## src/rtl/axil_demux_pkg.sv

```systemverilog
package axil_demux_pkg;

   localparam int NUM_TGT = 2;
   localparam int RESP_W  = 2;

   typedef enum logic [0:0] {
      TGT_LO = 1'b0,
      TGT_HI = 1'b1
   } tgt_e;

   typedef logic [RESP_W-1:0] resp_t;

endpackage

```

## src/rtl/axil_demux_route.sv

```systemverilog
module axil_demux_route
   import axil_demux_pkg::*;
#(
   parameter int ADDR_W   = 12,
   parameter bit SWAP_SEL = 1'b0
) (
   input  logic [ADDR_W-1:0] addr,
   output tgt_e              tgt,
   output logic [ADDR_W-1:0] local_addr
);

   localparam int SEL_BIT = ADDR_W - 1;

   generate
      if (SWAP_SEL) begin : g_swap
         assign tgt = addr[SEL_BIT] ? TGT_LO : TGT_HI;
      end else begin : g_direct
         assign tgt = addr[SEL_BIT] ? TGT_HI : TGT_LO;
      end
   endgenerate

   assign local_addr = {1'b0, addr[SEL_BIT-1:0]};

endmodule

```

## src/rtl/axil_demux_wr.sv

```systemverilog
module axil_demux_wr
   import axil_demux_pkg::*;
#(
   parameter int ADDR_W   = 12,
   parameter int DATA_W   = 32,
   parameter bit SWAP_SEL = 1'b0,
   localparam int STRB_W  = DATA_W / 8
) (
   input  logic                            clk,
   input  logic                            rst_n,
   input  logic                            s_awvalid,
   output logic                            s_awready,
   input  logic [ADDR_W-1:0]               s_awaddr,
   input  logic                            s_wvalid,
   output logic                            s_wready,
   input  logic [DATA_W-1:0]               s_wdata,
   input  logic [STRB_W-1:0]               s_wstrb,
   output logic                            s_bvalid,
   input  logic                            s_bready,
   output resp_t                           s_bresp,
   output logic [NUM_TGT-1:0]              m_awvalid,
   input  logic [NUM_TGT-1:0]              m_awready,
   output logic [ADDR_W-1:0]               m_awaddr,
   output logic [NUM_TGT-1:0]              m_wvalid,
   input  logic [NUM_TGT-1:0]              m_wready,
   output logic [DATA_W-1:0]               m_wdata,
   output logic [STRB_W-1:0]               m_wstrb,
   input  logic [NUM_TGT-1:0]              m_bvalid,
   output logic [NUM_TGT-1:0]              m_bready,
   input  logic [NUM_TGT-1:0][RESP_W-1:0]  m_bresp
);

   logic              busy_q;
   logic              aw_pend_q;
   logic              w_pend_q;
   tgt_e              tgt_q;
   logic [ADDR_W-1:0] addr_q;
   logic [DATA_W-1:0] data_q;
   logic [STRB_W-1:0] strb_q;

   tgt_e              tgt_d;
   logic [ADDR_W-1:0] loc_d;
   logic              launch;
   logic              resp_phase;
   logic              tidx;
   logic              b_done;

   axil_demux_route #(
      .ADDR_W   (ADDR_W),
      .SWAP_SEL (SWAP_SEL)
   ) u_route (
      .addr       (s_awaddr),
      .tgt        (tgt_d),
      .local_addr (loc_d)
   );

   assign tidx       = tgt_q;
   assign launch     = rst_n & ~busy_q & s_awvalid & s_wvalid;
   assign s_awready  = launch;
   assign s_wready   = launch;
   assign resp_phase = rst_n & busy_q & ~aw_pend_q & ~w_pend_q;
   assign s_bvalid   = resp_phase & m_bvalid[tidx];
   assign s_bresp    = m_bresp[tidx];
   assign b_done     = s_bvalid & s_bready;

   assign m_awaddr = addr_q;
   assign m_wdata  = data_q;
   assign m_wstrb  = strb_q;

   for (genvar g = 0; g < NUM_TGT; g++) begin : g_tgt
      logic hit;
      assign hit          = rst_n & busy_q & (tidx == g[0]);
      assign m_awvalid[g] = hit & aw_pend_q;
      assign m_wvalid[g]  = hit & w_pend_q;
      assign m_bready[g]  = hit & resp_phase & s_bready;
   end

   always_ff @(posedge clk) begin
      if (!rst_n) begin
         busy_q    <= 1'b0;
         aw_pend_q <= 1'b0;
         w_pend_q  <= 1'b0;
         tgt_q     <= TGT_LO;
      end else begin
         if (launch) begin
            busy_q    <= 1'b1;
            aw_pend_q <= 1'b1;
            w_pend_q  <= 1'b1;
            tgt_q     <= tgt_d;
         end else begin
            if (aw_pend_q && m_awready[tidx]) aw_pend_q <= 1'b0;
            if (w_pend_q && m_wready[tidx])   w_pend_q  <= 1'b0;
            if (b_done)                       busy_q    <= 1'b0;
         end
      end
   end

   always_ff @(posedge clk) begin
      if (launch) begin
         addr_q <= loc_d;
         data_q <= s_wdata;
         strb_q <= s_wstrb;
      end
   end

endmodule

```

## src/rtl/axil_demux_rd.sv

```systemverilog
module axil_demux_rd
   import axil_demux_pkg::*;
#(
   parameter int ADDR_W   = 12,
   parameter int DATA_W   = 32,
   parameter bit SWAP_SEL = 1'b0
) (
   input  logic                            clk,
   input  logic                            rst_n,
   input  logic                            s_arvalid,
   output logic                            s_arready,
   input  logic [ADDR_W-1:0]               s_araddr,
   output logic                            s_rvalid,
   input  logic                            s_rready,
   output logic [DATA_W-1:0]               s_rdata,
   output resp_t                           s_rresp,
   output logic [NUM_TGT-1:0]              m_arvalid,
   input  logic [NUM_TGT-1:0]              m_arready,
   output logic [ADDR_W-1:0]               m_araddr,
   input  logic [NUM_TGT-1:0]              m_rvalid,
   output logic [NUM_TGT-1:0]              m_rready,
   input  logic [NUM_TGT-1:0][DATA_W-1:0]  m_rdata,
   input  logic [NUM_TGT-1:0][RESP_W-1:0]  m_rresp
);

   logic              busy_q;
   logic              ar_pend_q;
   tgt_e              tgt_q;
   logic [ADDR_W-1:0] addr_q;

   tgt_e              tgt_d;
   logic [ADDR_W-1:0] loc_d;
   logic              launch;
   logic              data_phase;
   logic              tidx;

   axil_demux_route #(
      .ADDR_W   (ADDR_W),
      .SWAP_SEL (SWAP_SEL)
   ) u_route (
      .addr       (s_araddr),
      .tgt        (tgt_d),
      .local_addr (loc_d)
   );

   assign tidx       = tgt_q;
   assign launch     = rst_n & ~busy_q & s_arvalid;
   assign s_arready  = launch;
   assign data_phase = rst_n & busy_q & ~ar_pend_q;
   assign s_rvalid   = data_phase & m_rvalid[tidx];
   assign s_rdata    = m_rdata[tidx];
   assign s_rresp    = m_rresp[tidx];
   assign m_araddr   = addr_q;

   for (genvar g = 0; g < NUM_TGT; g++) begin : g_tgt
      logic hit;
      assign hit          = rst_n & busy_q & (tidx == g[0]);
      assign m_arvalid[g] = hit & ar_pend_q;
      assign m_rready[g]  = hit & data_phase & s_rready;
   end

   always_ff @(posedge clk) begin
      if (!rst_n) begin
         busy_q    <= 1'b0;
         ar_pend_q <= 1'b0;
         tgt_q     <= TGT_LO;
      end else if (launch) begin
         busy_q    <= 1'b1;
         ar_pend_q <= 1'b1;
         tgt_q     <= tgt_d;
      end else begin
         if (ar_pend_q && m_arready[tidx]) ar_pend_q <= 1'b0;
         if (s_rvalid && s_rready)         busy_q    <= 1'b0;
      end
   end

   always_ff @(posedge clk) begin
      if (launch) addr_q <= loc_d;
   end

endmodule

```

## src/rtl/axil_demux2.sv

```systemverilog
module axil_demux2
   import axil_demux_pkg::*;
#(
   parameter int ADDR_W   = 12,
   parameter int DATA_W   = 32,
   parameter bit SWAP_SEL = 1'b0,
   localparam int STRB_W  = DATA_W / 8
) (
   input  logic                            clk,
   input  logic                            rst_n,
   input  logic                            s_awvalid,
   output logic                            s_awready,
   input  logic [ADDR_W-1:0]               s_awaddr,
   input  logic                            s_wvalid,
   output logic                            s_wready,
   input  logic [DATA_W-1:0]               s_wdata,
   input  logic [STRB_W-1:0]               s_wstrb,
   output logic                            s_bvalid,
   input  logic                            s_bready,
   output logic [1:0]                      s_bresp,
   input  logic                            s_arvalid,
   output logic                            s_arready,
   input  logic [ADDR_W-1:0]               s_araddr,
   output logic                            s_rvalid,
   input  logic                            s_rready,
   output logic [DATA_W-1:0]               s_rdata,
   output logic [1:0]                      s_rresp,
   output logic [1:0]                      m_awvalid,
   input  logic [1:0]                      m_awready,
   output logic [ADDR_W-1:0]               m_awaddr,
   output logic [1:0]                      m_wvalid,
   input  logic [1:0]                      m_wready,
   output logic [DATA_W-1:0]               m_wdata,
   output logic [STRB_W-1:0]               m_wstrb,
   input  logic [1:0]                      m_bvalid,
   output logic [1:0]                      m_bready,
   input  logic [1:0][1:0]                 m_bresp,
   output logic [1:0]                      m_arvalid,
   input  logic [1:0]                      m_arready,
   output logic [ADDR_W-1:0]               m_araddr,
   input  logic [1:0]                      m_rvalid,
   output logic [1:0]                      m_rready,
   input  logic [1:0][DATA_W-1:0]          m_rdata,
   input  logic [1:0][1:0]                 m_rresp
);

   generate
      if (ADDR_W < 2) begin : g_bad_addr
         $error("axil_demux2: ADDR_W must be at least 2");
      end
      if ((DATA_W % 8) != 0 || DATA_W < 8) begin : g_bad_data
         $error("axil_demux2: DATA_W must be a positive multiple of 8");
      end
   endgenerate

   axil_demux_wr #(
      .ADDR_W   (ADDR_W),
      .DATA_W   (DATA_W),
      .SWAP_SEL (SWAP_SEL)
   ) u_wr (
      .clk       (clk),
      .rst_n     (rst_n),
      .s_awvalid (s_awvalid),
      .s_awready (s_awready),
      .s_awaddr  (s_awaddr),
      .s_wvalid  (s_wvalid),
      .s_wready  (s_wready),
      .s_wdata   (s_wdata),
      .s_wstrb   (s_wstrb),
      .s_bvalid  (s_bvalid),
      .s_bready  (s_bready),
      .s_bresp   (s_bresp),
      .m_awvalid (m_awvalid),
      .m_awready (m_awready),
      .m_awaddr  (m_awaddr),
      .m_wvalid  (m_wvalid),
      .m_wready  (m_wready),
      .m_wdata   (m_wdata),
      .m_wstrb   (m_wstrb),
      .m_bvalid  (m_bvalid),
      .m_bready  (m_bready),
      .m_bresp   (m_bresp)
   );

   axil_demux_rd #(
      .ADDR_W   (ADDR_W),
      .DATA_W   (DATA_W),
      .SWAP_SEL (SWAP_SEL)
   ) u_rd (
      .clk       (clk),
      .rst_n     (rst_n),
      .s_arvalid (s_arvalid),
      .s_arready (s_arready),
      .s_araddr  (s_araddr),
      .s_rvalid  (s_rvalid),
      .s_rready  (s_rready),
      .s_rdata   (s_rdata),
      .s_rresp   (s_rresp),
      .m_arvalid (m_arvalid),
      .m_arready (m_arready),
      .m_araddr  (m_araddr),
      .m_rvalid  (m_rvalid),
      .m_rready  (m_rready),
      .m_rdata   (m_rdata),
      .m_rresp   (m_rresp)
   );

endmodule

```

## config.mk

```make
export PLATFORM = sky130hd
export DESIGN_NAME = axil_demux2
export DESIGN_NICKNAME = d
export VERILOG_FILES = /design/src/rtl/axil_demux_pkg.sv /design/src/rtl/axil_demux_route.sv /design/src/rtl/axil_demux_wr.sv /design/src/rtl/axil_demux_rd.sv /design/src/rtl/axil_demux2.sv
export SDC_FILE = /design/constraint.sdc
export NUM_CORES = 1
export LEC_CHECK = 0
export ABC_AREA = 1
export BUFFER_PORTS_ARGS = -buffer_cell sky130_fd_sc_hd__buf_4
export CORE_AREA = 2 2 101 103
export DETAILED_ROUTE_END_ITERATION = 10
export DIE_AREA = 0 0 103 105
export GPL_ROUTABILITY_DRIVEN = 1
export PLACE_DENSITY = 0.66
export REMOVE_ABC_BUFFERS = 1
export SLEW_MARGIN = 10
export SYNTH_ARGS = -nofsm -noshare
export SYNTH_HDL_FRONTEND = slang
export SYNTH_SLANG_ARGS = --single-unit
```

## constraint.sdc

```tcl
create_clock -name clk -period 2.2 [get_ports clk]
set_clock_uncertainty 0.05 [all_clocks]
set_input_delay 0.33 -clock clk [delete_from_list [all_inputs] [get_ports clk]]
set_output_delay 0.33 -clock clk [all_outputs]
set_load 0.01 [all_outputs]
```

==> results of run 1 <==
-- final cells by class --
class,count,area [um2]
Fill cell,955,4730
Inverter,10,37.5
Timing Repair Buffer,263,1990
Sequential cell,65,1880
Tap cell,133,166
Clock inverter,5,55.1
Clock buffer,11,141
Multi-Input combinational cell,164,641
-- cell usage in the layout (no fill, tap or decap), types with 3 or more instances in the layout --
cell type / netlist / final
inv_1: 8 / 7
nand3_1: 6 / 6
clkbuf_8: 0 / 10
buf_4: 7 / 262
nor2_1: 10 / 10
dfxtp_1: 7 / 7
nand2_1: 136 / 136
inv_2: 2 / 3
a21oi_1: 3 / 3
edfxtp_1: 58 / 58
-- worst max-delay path, delay by kind of cell, from the launching register on --
kind / cells / cell delay [ns]
simple gates: 3 / 0.31
flops: 1 / 0.32
buf+inv: 2 / 0.53
-- layer usage --
| metal | share of wire, % | vias up | track usage, % |
|---|---|---|---|
| met5 | 0 | - | 0 |
| met4 | 1.2 | 0 | 4.04 |
| met3 | 10 | 9 | 5.42 |
| met2 | 53 | 163 | 29.4 |
| met1 | 36 | 1172 | 15.9 |
| li1 | - | 1327 | - |
-- worst max-delay path by stage --
stage | from | to | slack, ns | cells past startpoint
CTS | u_rd.tgt_q$_SDFFE_PN0P_ | s_rvalid | 0.27 | 5
floorplan | u_rd.tgt_q$_SDFFE_PN0P_ | m_arvalid[1] | 0.11 | 2
global placement | rst_n | u_wr.m_wdata[6]$_DFFE_PP_ | 0.52 | 4
detailed placement | rst_n | u_wr.m_awaddr[5]$_DFFE_PP_ | 0.49 | 4
finish | u_rd.tgt_q$_SDFFE_PN0P_ | s_rvalid | 0.32 | 5
global route | u_wr.busy_q$_SDFFE_PN0P_ | s_awready | 0.17 | 4
-- per-stage QoR --
step                      cells  utilization, %  hold slack, ns  setup slack [ns]  power [mW]
final                       651            50.9           0.116             0.316        2.99
after global routing        651            50.9          0.0887             0.173        3.13
after global placement      635            48.9           0.459             0.518        2.04
after detailed placement    635            48.9           0.459             0.490        2.04
after CTS                   651            50.9          0.0954             0.271        3.02
after floorplan             239               -           0.379             0.115        1.62
-- synth_stat cells --
library cell  instances
nand2_1             136
edfxtp_1             58
nor2_1               10
inv_1                 8
buf_4                 7
dfxtp_1               7
nand3_1               6
a21oi_1               3
buf_2                 3
and2_1                2
buf_6                 2
inv_2                 2
nor3_1                2
clkbuf_1              1
conb_1                1
nand4_1               1
nor2_2                1
o21ai_0               1
-- sequential cells by signal, indices dropped and copies added, names as in the netlist --
signal,count
u_rd.tgt_q,1
u_wr.m_wdata,32
u_wr.aw_pend_q,1
u_wr.m_wstrb,4
u_rd.m_araddr,11
u_rd.busy_q,1
u_wr.tgt_q,1
u_rd.ar_pend_q,1
u_wr.m_awaddr,11
u_wr.busy_q,1
u_wr.w_pend_q,1
-- cells by family after synthesis --
group | Yosys count | share of synthesized area, %
AND/OR/NAND/NOR | 158 | 23.1
AO/OA/AOI/OAI | 4 | 0.755
flip-flops | 65 | 71.0
buffers and inverters | 23 | 4.96
other | 1 | 0.142
-- report_power, final --
part	switching, mW	internal [mW]	leakage (nW)
logic	0.260	0.336	1.75
registers	0.0157	1.40	0.590
clock network	0.430	0.550	0.0953
total	0.706	2.28	2.43
==> out/results.ini, run 1 <==
[outcome]
outcome = finished clean

[die]
fp.coreArea_um2 = 9640
die_h_um = 105
die_area_um2 = 10800
die_w_um = 103
ios = 260
placementRows = 36
start_util_pct = 27.5

[sta]
fmax_ghz = 0.531
post-route-period-util_pct = 85.7
finalHoldViolations = 0
rsz0062_at_grt = false
worst_pin_slew_ns = 0.573
report.final.slew_viol_count = 0
setup_viol = 0
setup_tns_ns = 0
layout_min_cycle_time_ns = 1.88
slew_headroom_pct = 61.8

[global_routing]
grt_max_degree = 40
grt_pass1_wl_um = 12800
antenna_found_initial = 0
track_usage_pct = 15.6
grt_pass1_vias = 2572
grt_overflow = 0

[route]
wl_per_cell_um = 13.7
drtIter0Drc = 76
vias = 2671
drc = 0
ant_nets = 0
vias_per_cell = 4.10
totalWireLength_um = 8910
first_pass_iters = 4

[setup_path]
path_max_fanout = 38
cp-end-kind = output pin
startpoint_type = register
cp_common_cell = nand2_1
timing.rr.start = u_wr.busy_q$_SDFFE_PN0P_
worstReg2RegEnd = u_wr.m_wdata[8]$_DFFE_PP_
arrival_ns = 1.50
r2r_slack_ns = 0.66
crit_type = register to output pin
critPathMaxStageDelay_ns = 0.42
critPathSlowestCell = inv_2
reg2reg_depth = 4
worstPathCellList = inv_2, nand2_1, nand2_1, and2_1, buf_4
required_ns = 1.82

[clock_network]
post_cts_buffers = 0
cts_sinks = 65
cts.path.max_buffers = 2
hold_buffers = 0
clockRootBuffer = clkbuf_8
clk_pin_slew_ns = 0.07
ctsHtreeMaxLevel = 3
clk_latency_ns = 0.33
tritoncts = yes
cts_resized = 0
numCtsBuffers = 9

[placed_design]
dpl.hpwl_um = 7590
gp_congestion = 0.804
place_area_um2 = 4710
io_buffers = 257

[power_and_ir_drop]
peakVddDrop_mv = 0.281
power_density_nw_per_um2 = 609
power_leakage_nw = 2.43

[synthesis]
synth_area_um2 = 2650
synth_warnings = 0
synth_area_leaders = edfxtp_1, nand2_1, dfxtp_1, buf_4, nor2_1
yosysUniqueCellTypes = 18
ys_seq_area_share_pct = 71.0
yosys.area.top_type = edfxtp_1
yosysTopAreaCellShare_pct = 65.7
synth_seq_cells = 65
netlist_instances = 251
syn-mean-instance-area_um2 = 10.6

[worst_hold_path]
min_path_type = primary input to register
hold_depth = 1
min_from = s_awaddr[7]
hold_end = u_wr.m_awaddr[7]$_DFFE_PP_

[layout]
design_area_um2 = 4910
areaGrowthSynthToFinish_pct = 85.3
diodes = 0
drive_above_1_share_pct = 54.4
nets = 662

[run]
cap_violations = 0

No activity file was read; power rests on OpenSTA's default activity.
==> inputs of run 2 (changes only) <==
--- a/config.mk
+++ b/config.mk
@@ -6,13 +6,13 @@
 export NUM_CORES = 1
 export LEC_CHECK = 0
 export ABC_AREA = 1
+export ABC_CLOCK_PERIOD_IN_PS = 2200
 export BUFFER_PORTS_ARGS = -buffer_cell sky130_fd_sc_hd__buf_4
 export CORE_AREA = 2 2 101 103
 export DETAILED_ROUTE_END_ITERATION = 10
 export DIE_AREA = 0 0 103 105
 export GPL_ROUTABILITY_DRIVEN = 1
 export PLACE_DENSITY = 0.66
-export REMOVE_ABC_BUFFERS = 1
 export SLEW_MARGIN = 10
 export SYNTH_ARGS = -nofsm -noshare
 export SYNTH_HDL_FRONTEND = slang
==> run 2 against run 1 <==
Compared with the run above: clock power shrank 2%; routed wire length down 1.3%; first-iteration DRC count up 51%; combinational power is 1% lower; die area did not move; cell count is the same; setup slack lost 0.11 ns; critical path depth down 1; via count is 1.1% higher; hold slack better by 0.0028 ns; clock-buffer cell count decreased by 1; sequential power hardly changed; largest cell class unchanged.
==> out/results.ini, run 2 (same netlist as run 1, synthesis figures left out) <==
[route]
ant_nets = 0  ; unchanged
drc = 0  ; unchanged
totalWireLength_um = 8800  ; -1.3%
wl_per_cell_um = 13.5  ; -1.3%
first_pass_iters = 4  ; unchanged
vias_per_cell = 4.15  ; +1.1%
drtIter0Drc = 115  ; +51%
vias = 2700  ; +1.1%

[layout]
final_common_cell = buf_4
final_util_pct = 50.7  ; -0.19 points
areaGrowthSynthToFinish_pct = 84.6
nFillCells = 911  ; -4.6%
diodes = 0  ; unchanged
regArea_um2 = 1880  ; unchanged
multi_input_area_um2 = 641  ; unchanged
layout_common_cells = buf_4, nand2_1, edfxtp_1
design_area_um2 = 4890  ; -0.38%
drive_above_1_share_pct = 54.2  ; -0.19 points
largest_reg_flops = 32  ; unchanged
nets = 662  ; unchanged

[clock_network]
post_cts_buffers = 0  ; unchanged
hold_buffers = 0  ; unchanged
clk_pin_slew_ns = 0.07  ; about the same
tritoncts = yes
cts_sinks = 65  ; unchanged
numCtsBuffers = 9  ; unchanged
clk_latency_ns = 0.33  ; about the same
ctsHtreeMaxLevel = 3  ; unchanged
cts_resized = 0  ; unchanged
clockRootBuffer = clkbuf_8
cts.path.max_buffers = 2  ; unchanged

[setup_path]
startpoint_type = register
worstPathCellList = inv_1, nand4_1, clkinvlp_4, buf_4
required_ns = 1.82  ; about the same
path_max_fanout = 18  ; -53%
critPathMaxStageDelay_ns = 0.41  ; about the same
cp_num_buf_inv = 3  ; +1
arrival_ns = 1.62  ; +0.12 ns
crit_family = buffers and inverters
crit_type = register to output pin
critPathSlowestCell = clkinvlp_4
cp-end-kind = output pin

[global_routing]
grt_max_degree = 40  ; unchanged
grt_overflow = 0  ; unchanged
antenna_found_initial = 0  ; unchanged
grt_pass1_wl_um = 12800  ; +0.43%
grt_pass1_vias = 2538  ; -1.3%
track_usage_pct = 15.7  ; +0.062 points

[sta]
post-route-period-util_pct = 90.8  ; +5.2 points
rsz0062_at_grt = false
layout_min_cycle_time_ns = 2.00  ; +0.114 ns
finalHoldViolations = 0  ; unchanged
setup_viol = 0  ; unchanged
report.final.slew_viol_count = 0  ; unchanged
setup_tns_ns = 0  ; unchanged
fmax_ghz = 0.500  ; -5.7%

[die]
fp.coreArea_um2 = 9640  ; unchanged
start_util_pct = 27.5  ; unchanged
ios = 260  ; unchanged
die_h_um = 105  ; unchanged
die_area_um2 = 10800  ; unchanged
die_w_um = 103  ; unchanged
placementRows = 36  ; unchanged

[power_and_ir_drop]
power_density_nw_per_um2 = 606  ; -0.46%
power_leakage_nw = 2.41  ; -0.69%
pwr-share-clk_pct = 32.4  ; -0.4 points
comb_power_share_pct = 19.9  ; about the same
intPower_mw = 2.25  ; -1.6%
power_switching_uw = 717  ; +1.5%
sequentialPowerShare_pct = 47.7  ; +0.4 points
netSwitchingFraction_pct = 24.2  ; +0.56 points
peakVddDrop_mv = 0.218  ; -23%

[run]
cap_violations = 0  ; unchanged

[worst_hold_path]
min_path_type = primary input to register

[placed_design]
io_buffers = 257  ; unchanged
gp_congestion = 0.788  ; -1.9%
dpl.hpwl_um = 7210  ; -5.0%
place_area_um2 = 4700  ; -0.19%

[outcome]
outcome = finished clean

[run 2: changes by cell type in the layout (fill, tap and decap cells not counted)]
cell | before | now
clkbuf_8 | 10 | 9
clkinv_1 | 0 | 1
inv_2 | 3 | 2
buf_4 | 262 | 263
clkinvlp_4 | 2 | 3
buf_12 | 1 | 0
[run 2: final timing paths]
path	from	end	slack (ns)	depth (start not counted)
worst max register to register	u_wr.busy_q$_SDFFE_PN0P_	u_wr.m_wdata[3]$_DFFE_PP_	0.56	4
worst min register to register	u_rd.ar_pend_q$_SDFFE_PN0P_	u_rd.busy_q$_SDFFE_PN0P_	0.55	4
worst min-delay path	s_wdata[18]	u_wr.m_wdata[18]$_DFFE_PP_	0.12	1
worst max-delay path	u_wr.busy_q$_SDFFE_PN0P_	s_wready	0.20	4
[run 2: power by group through the flow]
stage | Clock [mW] | Combinational (mW) | Sequential (mW)
5_1_grt | 1.06 | 0.646 | 1.42
3_5_place_dp | 0 | 0.598 | 1.44
6_report | 0.961 | 0.589 | 1.41
4_1_cts | 0.996 | 0.599 | 1.41
2_1_floorplan | 0 | 0.190 | 1.46
3_3_place_gp | 0 | 0.592 | 1.44
[run 2: final cells by class]
type / instances / area share, %
clock buffers: 10 / 2.61
well taps: 133 / 3.40
inverters: 10 / 0.844
repair buffers: 263 / 40.4
flip-flops and latches: 65 / 38.5
multi-input cells: 164 / 13.1
clock inverters: 6 / 1.20
[run 2: per-stage QoR]
| stage | cells | power [mW] | hold WS (ns) | worst slack (ns) |
|---|---|---|---|---|
| 4_1_cts | 651 | 3.01 | 0.0993 | 0.149 |
| 5_1_grt | 651 | 3.12 | 0.0917 | 0.0315 |
| 6_report | 651 | 2.96 | 0.119 | 0.202 |
| 2_1_floorplan | 252 | 1.64 | 0.379 | 0.107 |
| 3_3_place_gp | 635 | 2.03 | 0.458 | 0.413 |
| 3_5_place_dp | 635 | 2.04 | 0.459 | 0.381 |
[run 2: worst reg2reg max path, cell delays in order, from the launching register on]
cell	delay, ns
dfxtp_1	0.34
inv_1	0.05
nand4_1	0.19
clkinvlp_4	0.42
buf_4	0.34
[run 2: layer usage]
metal	share of wire, %	wire (um)	GRT usage (%)	vias up
met2	50	4400	27.1	173
met1	37	3230	17.2	1185
met3	12	1040	5.42	11
li1	-	-	-	1331
met5	0	0	0	-
met4	1.5	136	6.20	0
==> inputs of run 3 (changes only) <==
--- a/config.mk
+++ b/config.mk
@@ -6,12 +6,13 @@
 export NUM_CORES = 1
 export LEC_CHECK = 0
 export ABC_AREA = 1
-export ABC_CLOCK_PERIOD_IN_PS = 2200
+export ABC_CLOCK_PERIOD_IN_PS = 1600
 export BUFFER_PORTS_ARGS = -buffer_cell sky130_fd_sc_hd__buf_4
 export CORE_AREA = 2 2 101 103
 export DETAILED_ROUTE_END_ITERATION = 10
 export DIE_AREA = 0 0 103 105
 export GPL_ROUTABILITY_DRIVEN = 1
+export GPL_TIMING_DRIVEN = 0
 export PLACE_DENSITY = 0.66
 export SLEW_MARGIN = 10
 export SYNTH_ARGS = -nofsm -noshare
==> constraint.sdc (replaced) <==
create_clock -name clk -period 1.6 [get_ports clk]
set_clock_uncertainty 0.05 [all_clocks]
set_input_delay 0.24 -clock clk [delete_from_list [all_inputs] [get_ports clk]]
set_output_delay 0.24 -clock clk [all_outputs]
set_load 0.01 [all_outputs]
==> run 3 against run 2 <==
Compared with the run above: core utilization up 9.4 points; sequential share of layout area is 5.9 points lower; first-iteration DRC count shrank 28%; routed wire length is 19% higher; clock-buffer cell count down 1; sequential power up 38%; combinational power is 99% higher; power grew 47%; register-to-register slack worse by 0.37 ns; the flow now finishes with violations (negative setup slack); global-route usage up 0.89 points; die area is the same; highest routed layer unchanged; cell area rose by 19%; critical path type unchanged.
==> out/results.ini, run 3 (same netlist as run 1, synthesis figures left out) <==
[layout]
drive_above_1_share_pct = 68.8  ; +15 points
layout_common_cells = buf_4, nand2_1, edfxtp_1
final_cells = 691  ; +6.1%
final_util_pct = 60.2  ; +9.4 points
final_common_cell = buf_4
nFillCells = 823  ; -9.7%
diodes = 0  ; unchanged
nets = 702  ; +6.0%
areaGrowthSynthToFinish_pct = 119
largest_reg_flops = 32  ; unchanged

[outcome]
outcome = finished, violations left
failed_checks = negative setup slack

[power_and_ir_drop]
netSwitchingFraction_pct = 27.2  ; +3.0 points
intPower_mw = 3.18  ; +41%
power_leakage_nw = 2.74  ; +13%
peakVddDrop_mv = 0.316  ; +45%
power_density_nw_per_um2 = 752  ; +24%
comb_power_share_pct = 26.9  ; +7.0 points
power_switching_mw = 1.19  ; +65%
sequentialPowerShare_pct = 44.6  ; -3.1 points
pwr-share-clk_pct = 28.6  ; -3.8 points

[placed_design]
dpl.hpwl_um = 7270  ; +0.84%
place_inst = 641  ; +0.94%
gp_congestion = 0.781  ; -0.94%
io_buffers = 256  ; -0.39%

[route]
wl_per_cell_um = 15.1  ; +12%
vias = 2981  ; +10%
drtIter0Drc = 83  ; -28%
totalWireLength_um = 10400  ; +19%
first_pass_iters = 4  ; unchanged
vias_per_cell = 4.31  ; +4.0%
ant_nets = 0  ; unchanged
drc = 0  ; unchanged

[setup_path]
critPathMaxStageDelay_ns = 0.39  ; -0.02 ns
cp.depth = 6  ; +2
path_max_fanout = 8  ; -10
crit_family = buffers and inverters
critPathSlowestCell = dfxtp_4
cp_num_buf_inv = 4  ; +1
worstPathCellList = inv_4, buf_12, clkbuf_16, nand2_2, nand2_2, buf_6
reg2reg_depth = 4  ; unchanged
arrival_ns = 1.32  ; -0.30 ns
required_ns = 1.31  ; -0.51 ns
crit_type = register to output pin
cp-end-kind = output pin
startpoint_type = register
cp_common_cell = nand2_2

[die]
ios = 260  ; unchanged
start_util_pct = 27.5  ; unchanged
die_area_um2 = 10800  ; unchanged
fp.coreArea_um2 = 9640  ; unchanged
die_w_um = 103  ; unchanged
die_h_um = 105  ; unchanged
placementRows = 36  ; unchanged

[sta]
fmax_ghz = 0.620
layout_min_cycle_time_ns = 1.61
rsz0062_at_grt = true
setup_viol = 3  ; +3
setup_slack_ns = -0.0135  ; -0.215 ns
post-route-period-util_pct = 101
holdWs_ns = 0.0249  ; -0.0940 ns
report.final.slew_viol_count = 0  ; unchanged
finalHoldViolations = 0  ; unchanged
setup_tns_ns = -0.0141  ; -0.0141 ns

[worst_hold_path]
min_path_type = primary input to register
hold_depth = 1  ; unchanged

[clock_network]
numCtsBuffers = 9  ; unchanged
clockRootBuffer = clkbuf_8
clk_pin_slew_ns = 0.08  ; about the same
cts.path.max_buffers = 2  ; unchanged
cts_sinks = 65  ; unchanged
ctsHtreeMaxLevel = 3  ; unchanged
tritoncts = yes
clk_latency_ns = 0.34  ; about the same

[global_routing]
grt_pass1_wl_um = 13600  ; +5.8%
grt_max_degree = 15  ; -63%
track_usage_pct = 16.6  ; +0.89 points
grt_overflow = 0  ; unchanged
grt_pass1_vias = 2850  ; +12%
antenna_found_initial = 0  ; unchanged

[run]
cap_violations = 0  ; unchanged

-- run 3: routing by layer --
metal / global-route usage, % / wire (um) / vias to the layer above
li1: - / - / 1413
met1: 17.0 / 3540 / 1373
met2: 30.7 / 5660 / 174
met3: 5.02 / 995 / 21
met4: 6.30 / 243 / 0
met5: 0 / 0 / -
-- run 3: layout make-up --
cell class	instances	area, um2	share of cell area, %
inverters	10	46.3	0.798
plain buffers	13	169	2.91
repair inverters	3	22.5	0.388
repair buffers	287	2380	41.0
flip-flops and latches	65	1890	32.6
multi-input cells	164	951	16.4
clock inverters	7	52.6	0.906
well taps	133	166	2.87
clock buffers	9	124	2.14
-- run 3: final timing paths --
kind | start | endpoint | slack [ns]
max | u_rd.tgt_q$_SDFFE_PN0P_ | s_rdata[8] | -0.01
min | s_wstrb[1] | u_wr.m_wstrb[1]$_DFFE_PP_ | 0.02
max reg2reg | u_wr.busy_q$_SDFFE_PN0P_ | u_wr.m_wdata[6]$_DFFE_PP_ | 0.19
min reg2reg | u_wr.w_pend_q$_SDFFE_PN0P_ | u_wr.w_pend_q$_SDFFE_PN0P_ | 0.53
-- run 3: stage by stage --
stage,worst slack [ns],area [um2],power [mW]
global placement,-0.698,4750,2.80
finish,-0.0135,5800,4.36
floorplan,-0.261,2670,2.26
detailed placement,-0.740,4760,2.82
global route,-0.0768,5800,4.58
CTS,-0.00651,5060,4.13
-- run 3: what timing repair did --
item                                   CTS  global route
cloned                                   3             4
hold buffers                             3            11
buffers inserted                         5             8
pin swaps                                2            15
gates resized for setup                 17           140
endpoints found under the hold margin    3            11
setup endpoints to repair               85            36
-- run 3: power by group through the flow --
stage          clock [mW]  sequential [mW]  combinational [mW]
2_1_floorplan           0             2.00               0.263
3_3_place_gp            0             1.98               0.825
3_5_place_dp            0             1.98               0.838
4_1_cts              1.31             1.94               0.878
5_1_grt              1.38             1.95                1.25
6_report             1.25             1.94                1.17
